===== src/rtl/ssi_pkg.sv =====
package ssi_pkg;
    localparam int POS_W       = 12;
    localparam int STAT_W      = 5;
    localparam int WORD_W      = POS_W + STAT_W;
    localparam int FRAME_TICKS = 38;
    localparam int IDX_W       = $clog2(FRAME_TICKS);
    localparam int DEG_W       = 16;
    localparam int DEG_FRAC    = 7;
    localparam int DEG_LIMIT   = 360 << DEG_FRAC;

    typedef enum logic { SEQ_IDLE = 1'b0, SEQ_RUN = 1'b1 } seq_state_e;

    typedef struct packed {
        logic [POS_W-1:0]  pos;
        logic [STAT_W-1:0] stat;
    } enc_word_t;

    // clock level for a given frame tick: high on the two leading ticks, then odd ticks
    function automatic logic clk_level(input logic [IDX_W-1:0] idx);
        return (idx < IDX_W'(2)) ? 1'b1 : idx[0];
    endfunction

    // count * 360 / 4096 scaled by 128, rounded: (count * 45 + 2) >> 2
    function automatic logic [DEG_W-1:0] deg_of(input logic [POS_W-1:0] cnt);
        logic [DEG_W+1:0] prod;
        prod = ((DEG_W+2)'(cnt) * (DEG_W+2)'(45)) + (DEG_W+2)'(2);
        return prod[DEG_W+1:2];
    endfunction
endpackage


===== src/rtl/ssi_sync.sv =====
module ssi_sync #(
    parameter int W = 2
) (
    input  logic         clk,
    input  logic         rst,
    input  logic [W-1:0] d_i,
    output logic [W-1:0] q_o
);
    logic [W-1:0] meta_q;
    logic [W-1:0] sync_q;

    always_ff @(posedge clk) begin
        if (rst) begin
            meta_q <= '1;
            sync_q <= '1;
        end else begin
            meta_q <= d_i;
            sync_q <= meta_q;
        end
    end

    assign q_o = sync_q;
endmodule


===== src/rtl/ssi_frame_seq.sv =====
module ssi_frame_seq
    import ssi_pkg::*;
(
    input  logic clk,
    input  logic rst,
    input  logic tick_i,
    input  logic start_i,
    input  logic free_run_i,
    output logic cs_n_o,
    output logic sclk_o,
    output logic sample_o,
    output logic first_o,
    output logic done_o
);
    seq_state_e       state_q;
    logic [IDX_W-1:0] idx_q;
    logic [IDX_W-1:0] idx_nx;
    logic             pend_q;
    logic             last_tick;
    logic             go;

    always_comb begin
        idx_nx    = idx_q + IDX_W'(1);
        last_tick = (state_q == SEQ_RUN) && (idx_q == IDX_W'(FRAME_TICKS - 1));
        go        = free_run_i || pend_q || (start_i && state_q == SEQ_IDLE);
    end

    always_ff @(posedge clk) begin
        if (rst) begin
            state_q  <= SEQ_IDLE;
            idx_q    <= '0;
            pend_q   <= 1'b0;
            cs_n_o   <= 1'b1;
            sclk_o   <= 1'b1;
            sample_o <= 1'b0;
            first_o  <= 1'b0;
            done_o   <= 1'b0;
        end else begin
            sample_o <= 1'b0;
            first_o  <= 1'b0;
            done_o   <= 1'b0;
            if (start_i && state_q == SEQ_IDLE) begin
                pend_q <= 1'b1;
            end
            if (tick_i) begin
                if (state_q == SEQ_RUN && !last_tick) begin
                    idx_q  <= idx_nx;
                    cs_n_o <= 1'b0;
                    sclk_o <= clk_level(idx_nx);
                    if (!clk_level(idx_nx)) begin
                        sample_o <= 1'b1;
                        first_o  <= (idx_nx == IDX_W'(2));
                    end
                end else begin
                    done_o <= last_tick;
                    idx_q  <= '0;
                    cs_n_o <= 1'b1;
                    sclk_o <= 1'b1;
                    if (go) begin
                        state_q <= SEQ_RUN;
                        pend_q  <= 1'b0;
                    end else begin
                        state_q <= SEQ_IDLE;
                    end
                end
            end
        end
    end

    assert_tick_paced_R1: assert property (@(posedge clk) disable iff (rst)
        !$past(tick_i) |-> ($stable(cs_n_o) && $stable(sclk_o)));

    assert_cs_fall_clk_high_R2: assert property (@(posedge clk) disable iff (rst)
        $fell(cs_n_o) |-> sclk_o);

    assert_clk_fall_in_frame_R3: assert property (@(posedge clk) disable iff (rst)
        $fell(sclk_o) |-> !cs_n_o);

    assert_sample_on_low_R4: assert property (@(posedge clk) disable iff (rst)
        sample_o |-> (!sclk_o && !cs_n_o));

    assert_idle_lines_high_R5: assert property (@(posedge clk) disable iff (rst)
        (state_q == SEQ_IDLE) |-> (cs_n_o && sclk_o));
endmodule


===== src/rtl/ssi_capture.sv =====
module ssi_capture
    import ssi_pkg::*;
#(
    parameter bit DEG_EN = 1'b1
) (
    input  logic             clk,
    input  logic             rst,
    input  logic             sample_i,
    input  logic             first_i,
    input  logic             done_i,
    input  logic             bit_i,
    output enc_word_t        word_o,
    output logic [DEG_W-1:0] deg_o
);
    localparam int CNT_W = $clog2(WORD_W + 1);

    logic [WORD_W-1:0] shift_q;
    enc_word_t         word_q;
    logic [CNT_W-1:0]  shift_cnt;

    always_ff @(posedge clk) begin
        if (rst) begin
            shift_q <= '0;
            word_q  <= '0;
        end else begin
            if (sample_i && !first_i) begin
                shift_q <= {shift_q[WORD_W-2:0], bit_i};
            end
            if (done_i) begin
                word_q <= enc_word_t'(shift_q);
            end
        end
    end

    generate
        if (DEG_EN) begin : g_deg
            logic [DEG_W-1:0] deg_q;
            always_ff @(posedge clk) begin
                if (rst) begin
                    deg_q <= '0;
                end else if (done_i) begin
                    deg_q <= deg_of(shift_q[WORD_W-1:STAT_W]);
                end
            end
            assign deg_o = deg_q;
        end else begin : g_no_deg
            assign deg_o = '0;
        end
    endgenerate

    assign word_o = word_q;

    // checker state: bits kept since the previous frame end
    always_ff @(posedge clk) begin
        if (rst || done_i) begin
            shift_cnt <= '0;
        end else if (sample_i && !first_i && shift_cnt != CNT_W'(WORD_W + 1)) begin
            shift_cnt <= shift_cnt + CNT_W'(1);
        end
    end

    assert_kept_bit_count_R4: assert property (@(posedge clk) disable iff (rst)
        done_i |-> (shift_cnt == CNT_W'(WORD_W)));
endmodule


===== src/rtl/ssi_dual_reader.sv =====
module ssi_dual_reader
    import ssi_pkg::*;
#(
    parameter int N_ENC  = 2,
    parameter bit DEG_EN = 1'b1
) (
    input  logic                      clk,
    input  logic                      rst,
    input  logic                      tick_i,
    input  logic                      start_i,
    input  logic                      free_run_i,
    input  logic [N_ENC-1:0]          data_i,
    output logic                      cs_n_o,
    output logic                      sclk_o,
    output logic                      valid_o,
    output logic [N_ENC*POS_W-1:0]    pos_o,
    output logic [N_ENC*STAT_W-1:0]   stat_o,
    output logic [N_ENC*DEG_W-1:0]    deg_o
);
    logic             sample;
    logic             first;
    logic             done;
    logic [N_ENC-1:0] data_sync;
    logic             valid_q;

    ssi_sync #(.W(N_ENC)) sync_i (
        .clk (clk),
        .rst (rst),
        .d_i (data_i),
        .q_o (data_sync)
    );

    ssi_frame_seq seq_i (
        .clk        (clk),
        .rst        (rst),
        .tick_i     (tick_i),
        .start_i    (start_i),
        .free_run_i (free_run_i),
        .cs_n_o     (cs_n_o),
        .sclk_o     (sclk_o),
        .sample_o   (sample),
        .first_o    (first),
        .done_o     (done)
    );

    generate
        for (genvar e = 0; e < N_ENC; e++) begin : g_enc
            enc_word_t        word;
            logic [DEG_W-1:0] deg;

            ssi_capture #(.DEG_EN(DEG_EN)) cap_i (
                .clk      (clk),
                .rst      (rst),
                .sample_i (sample),
                .first_i  (first),
                .done_i   (done),
                .bit_i    (data_sync[e]),
                .word_o   (word),
                .deg_o    (deg)
            );

            assign pos_o[e*POS_W +: POS_W]    = word.pos;
            assign stat_o[e*STAT_W +: STAT_W] = word.stat;
            assign deg_o[e*DEG_W +: DEG_W]    = deg;

            assert_deg_in_range_R8: assert property (@(posedge clk) disable iff (rst)
                valid_o |-> (deg_o[e*DEG_W +: DEG_W] < DEG_W'(DEG_LIMIT)));
        end
    endgenerate

    always_ff @(posedge clk) begin
        if (rst) begin
            valid_q <= 1'b0;
        end else begin
            valid_q <= done;
        end
    end

    assign valid_o = valid_q;

    assert_valid_single_R7: assert property (@(posedge clk) disable iff (rst)
        valid_o |=> !valid_o);

    assert_results_hold_R7: assert property (@(posedge clk) disable iff (rst)
        !valid_o && !$past(rst) |-> ($stable(pos_o) && $stable(stat_o)));
endmodule


===== config.mk =====
export PLATFORM = sky130hd
export DESIGN_NAME = ssi_dual_reader
export DESIGN_NICKNAME = d
export VERILOG_FILES = /design/src/rtl/ssi_pkg.sv /design/src/rtl/ssi_sync.sv /design/src/rtl/ssi_frame_seq.sv /design/src/rtl/ssi_capture.sv /design/src/rtl/ssi_dual_reader.sv
export SDC_FILE = /design/constraint.sdc
export NUM_CORES = 1
export LEC_CHECK = 0
export BUFFER_PORTS_ARGS = -buffer_cell sky130_fd_sc_hd__buf_2
export CELL_PAD_IN_SITES_DETAIL_PLACEMENT = 1
export CELL_PAD_IN_SITES_GLOBAL_PLACEMENT = 2
export CORE_AREA = 2 2 144 146
export CTS_CLUSTER_DIAMETER = 150
export DETAILED_ROUTE_END_ITERATION = 10
export DIE_AREA = 0 0 146 148
export PLACE_DENSITY_LB_ADDON = 0.1
export SLEW_MARGIN = 10
export SYNTH_ARGS = -nofsm -noshare
export SYNTH_HDL_FRONTEND = slang
export SYNTH_HIERARCHICAL = 1
export SYNTH_SLANG_ARGS = --single-unit

===== constraint.sdc =====
create_clock -name clk -period 3.6 [get_ports clk]
set_input_delay 1.08 -clock clk [delete_from_list [all_inputs] [get_ports clk]]
set_output_delay 1.08 -clock clk [all_outputs]
set_load 0.01 [all_outputs]

After elaboration in Yosys (flattened, before gate mapping)
Cells that the tools add are included.
{ "totals": {"inputBits": 7, "wordCells": 52, "reg_bits": 118} }
{ "classes": {"n_lt_le_gt_ge": 1, "reduce_logical": 12, "n_mul": 2, "mux": 10, "addsub": 3, "eq_ne": 2, "bitwise": 3} }
{ "ops": {"columns": ["operator", "count"], "rows": [
  ["adder 18 x 2 -> 18 bit, second input constant", 2],
  ["multiplier 12 x 6 -> 18 bit, second input constant", 2],
  ["two-way mux 1 bit", 9],
  ["adder 6 x 1 -> 6 bit, second input constant", 1],
  ["equality test 6 x 2 -> 1 bit, second input constant", 1],
  ["equality test 6 bit, second input constant", 1],
  ["< comparator 6 x 2 -> 1 bit, second input constant", 1],
  ["two-way mux 6 bit", 1],
  ["OR reduction 3 bit", 2],
  ["logical AND 1 bit", 4],
  ["OR reduction 4 bit", 1],
  ["inverter 1 bit", 3],
  ["zero test 1 bit", 2],
  ["logical OR 1 bit", 2],
  ["AND reduction 2 bit", 1]
]} }

Logic depth before layout (Yosys ltp)
{ "depth": {"word_depth": 6, "ltp_mapped": 13} }

Modules after synthesis
The synthesis kept the hierarchy.
{ "by_module_without_submodules": {"columns": ["mod", "area_per_inst_um2", "cells_per_inst", "seq_area_each_um2", "instances"], "rows": [
  ["ssi_capture at g_enc[1].cap_i", 3313.2, 371, 1001.0, 1],
  ["ssi_capture at g_enc[0].cap_i", 3189.3, 359, 1001.0, 1],
  ["ssi_frame_seq", 671.9, 76, 260.2, 1],
  ["ssi_sync", 105.1, 8, 80.1, 1],
  ["ssi_dual_reader", 33.8, 2, 20.0, 1]
]} }

Least setup slack after synthesis
Ideal clock, no wire load.
{ "synth_timing": {"path_type": "register -> register", "startpoint": "reg g_enc[0].cap_i.shift_q[9]", "endpoint": "reg g_enc[0].cap_i.g_deg.deg_q[14]", "arrival_time_ns": 3.188, "stages_incl_launch_ff": 13, "setup_time_ns": 0.127, "path_buffers": 0, "path_slack_ns": 0.285, "t_required_ns": 3.473, "synth_period_minus_slack_ns": 3.315, "cell_sequence": "dfxtp_1 ha_1 fa_1 inv_1 fa_1 inv_1 ha_1 a21o_1 a21o_1 a21o_1 o211ai_2 mux2i_1 or3_1"} }
{ "synth_between": {"elab_chain_cells": 2} }
{ "synth_lines": {"columns": ["element", "line_no", "source"], "rows": [
  ["start: declaration", "ssi_capture.sv:17", "logic [WORD_W-1:0] shift_q;"],
  ["start signal: assignment", "ssi_capture.sv:27", "shift_q <= {shift_q[WORD_W-2:0], bit_i};"],
  ["multiplier 12 x 6 -> 18 bit", "ssi_pkg.sv:26", "prod = ((DEG_W+2)'(cnt) * (DEG_W+2)'(45)) + (DEG_W+2)'(2);"],
  ["adder 18 x 2 -> 18 bit", "ssi_pkg.sv:26", null],
  ["end signal: assignment", "ssi_capture.sv:42", "deg_q <= deg_of(shift_q[WORD_W-1:STAT_W]);"],
  ["end: declaration", "ssi_capture.sv:37", "logic [DEG_W-1:0] deg_q;"]
]} }
Every way passes these cells.
A chain may end at the register's enable or synchronous reset.

Final worst setup path
{ "layout_timing": {"startpoint": "reg g_enc[1].cap_i.shift_q[12]", "endpoint": "reg g_enc[1].cap_i.g_deg.deg_q[15]"} }
{ "layout_between": {"elab_chain_cells": 2} }
{ "layout_lines": {"columns": ["element", "line_no"], "rows": [
  ["start: declaration", "ssi_capture.sv:17"],
  ["start signal: assignment", "ssi_capture.sv:27"],
  ["multiplier 12 x 6 -> 18 bit", "ssi_pkg.sv:26"],
  ["adder 18 x 2 -> 18 bit", "ssi_pkg.sv:26"],
  ["end signal: assignment", "ssi_capture.sv:42"],
  ["end: declaration", "ssi_capture.sv:37"]
]} }
Every way passes these cells.

==> impl_metrics.yaml <==
synth:
  syn_nets: 931
  seq_area_frac_synth: 0.323
  synth_cells: 816
  synth_top_cells_by_count: "118 x dfxtp_1, 90 x inv_1, 90 x nand2_1"
  yosysMostFrequentCell: "dfxtp_1"
  synth_area_per_cell_um2: 8.96
  synth.top_cell.area_share: 0.323
  ys_ff_latch: 118
  synth_area_leaders: "dfxtp_1 32%, ha_1 14%, fa_1 7.7%, mux2i_1 6.6%, a21oi_1 5.0%"
  synth_area_um2: 7310
  synth_edf_count: 0
  async_reset_ff_frac: 0
  synth_cell_types: 71
  yosys_warnings: 6
  synth.largest_area_cell: "dfxtp_1"
  ys_dominant_reg_cell: "dfxtp_1"
power:
  power.leakage_nw: 3.97
  sw_frac_of_total: 0.237
  switchingPower_uw: 736
  irDropWorstVdd_uv: 315
  p_comb_frac: 0.016
  power_frac_clock: 0.560
  internal_power_mw: 2.36
  power_density_nw_per_um2: 358
  fin_total_pwr_mw: 3.10
  seq_power_share: 0.424
clock_tree:
  cts_tree: "done"
  cts_sinks: 118
  clk_latency_ps: 430
  numCtsBuffers: 17
  path_clk_slew_ps: 60
  clk_path_buf_depth: 2
  cts_root_buf: "clkbuf_16"
  post_cts.repair.setup_buffers: 0
  htreeDepth: 4
  cts_resized: 0
  cts_hold_buf: 0
route:
  wl_per_cell_um: 15.5
  num_vias: 5961
  drtAntennaViolNets: 0
  drtIter0Drc: 221
  drc: 0
  avgViaCountPerCell: 5.06
  wl_um: 18200
  dr.pass1.iters: 6
worst_setup_path:
  worstSetupPathType: "register to register"
  worstPathMaxFanout: 6
  crit_arrival_ps: 3780
  start_kind: "register"
  endpoint_kind: "register"
  reg2reg_depth: 11
  crit_required_ps: 3940
run_status:
  status: "finished clean"
floorplan:
  core-area_um2: 20000
  rows: 52
  die-height_um: 148
  start_util: 0.365
  die_w_um: 146
  pin_count: 76
  die_area_um2: 21600
finish:
  fin_cells: 1177
  multi_input_area_um2: 4510
  synthToLayoutAreaGrowth_pct: 18.4
  n_antenna_cell: 0
  fillers: 2385
  fin_nets: 1009
  ff_latch_area_um2: 2370
  drive_gt1_frac: 0.174
global_route:
  use_met3: 0.0318
  grt_busiest_layer: "met2"
  grt_use_met1: 0.203
  grt_pass1_vias: 6340
  grt.met2_usage: 0.324
  globalRouteTotalUtil: 0.174
  grt_pass1_wl_um: 30900
  grt_max_degree: 49
  grt_antenna_before_repair: 0
  overflow: 0
sta:
  layout_worst_path_cycle_share: 0.954
  fin_skew_ps: 7.65
  fin_crit_ps: 3430
  fin_tns_setup_ps: 0
  setup_viol: 0
  slew_viol_final: 0
  hold_viol: 0
  maxSlewHeadroom: 0.511
  rsz0062_at_grt: "false"
  tightest_slew_ps: 733
  fmax_ghz: 0.291
place:
  place.gp.congestion: 0.831
  port_buffers: 75
  dp_hpwl_um: 13600
  dp.cells: 1145
flow_run:
  maxCapViolCount: 0
min_path:
  hold_path.class: "register to register"
  worstHoldPathCells: 1
[final timing paths]
kind,from,end,slack (ps)
max,g_enc[1].cap_i/shift_q[12],g_enc[1].cap_i/deg_o[15],170
min,sync_i/meta_q[1],sync_i/q_o[1],410
max reg2reg,g_enc[1].cap_i/shift_q[12],g_enc[1].cap_i/deg_o[15],170
min reg2reg,sync_i/meta_q[1],sync_i/q_o[1],410
[state kept, by name, summed over array words and instances (netlist names)]
name	cells
seq_i/pend_q	1
sync_i/q_o	2
valid_o	1
seq_i/sclk_o	1
g_enc.cap_i/shift_q	34
sync_i/meta_q	2
g_enc.cap_i/word_o	34
g_enc.cap_i/deg_o	32
seq_i/sample_o	1
seq_i/first_o	1
seq_i/done_o	1
seq_i/cs_n_o	1
seq_i/state_q	1
seq_i/idx_q	6
[layer usage]
layer / vias to the layer above / wire (µm)
met2: 63 / 9510
met5: - / 0
li1: 2930 / -
met4: 0 / 230
met3: 19 / 427
met1: 2949 / 8020
[worst max-delay path, cell delays in order, from the launching register on]
cell and delay [ps]:
dfxtp_1 430, ha_1 310, fa_1 520, inv_1 50, fa_1 500, inv_1 50, ha_1 390, a21o_1 220
o21bai_4 170, a221o_1 340, o21a_1 200, o31ai_2 160
[power groups by stage]
stage               combinational [mW]  clock (mW)  sequential [mW]
floorplan                       0.0333           0             1.34
global placement                0.0490           0             1.34
detailed placement              0.0514           0             1.34
CTS                             0.0516        1.78             1.31
global route                    0.0562        1.84             1.31
finish                          0.0504        1.74             1.31
[through the flow]
step | setup slack [ps] | utilization | cell area [µm²] | hold WS [ps]
after CTS | 48.3 | 0.430 | 8630 | 420
after global routing | 1.45 | 0.432 | 8660 | 446
after global placement | 133 | 0.401 | 8030 | 389
final | 166 | 0.432 | 8660 | 414
after detailed placement | 87.8 | 0.401 | 8030 | 399
after floorplan | 285 | - | 7310 | 383
[cell type report]
class / instances / share of cell area
tap: 270 / 0.0390
sequential: 118 / 0.274
clock buffer: 18 / 0.0496
clock inverter: 14 / 0.0194
multi-input combinational: 577 / 0.521
timing repair buffer: 90 / 0.0581
inverter: 90 / 0.0390
[logic make-up (layout without fill, tap and decap cells)]
logic type / Yosys count / in the layout / synth area share
muxes: 50 / 50 / 0.0688
adders and majority gates: 108 / 108 / 0.214
AOI/OAI and AO/OA: 156 / 156 / 0.145
DFF: 118 / 118 / 0.323
buffers and inverters: 121 / 212 / 0.0638
and+or+nand+nor: 245 / 245 / 0.164
xor gates and xnor gates: 18 / 18 / 0.0216
[placed cells by master (no fill, tap or decap), drive strengths merged, types with 9 or more instances in the layout]
master / synthesis / final
a21o: 11 / 11
nor3: 9 / 9
nand3: 14 / 14
xnor2: 9 / 9
nand2b: 13 / 13
nor2: 60 / 60
nor3b: 12 / 12
inv: 90 / 96
o21ai: 14 / 14
a21oi: 75 / 75
xor2: 9 / 9
dfxtp: 118 / 118
nor2b: 10 / 10
fa: 28 / 28
ha: 80 / 80
buf: 13 / 90
clkbuf: 17 / 18
mux2i: 48 / 48
nand2: 90 / 90
Note: power is estimated with default switching activity, not from simulation.
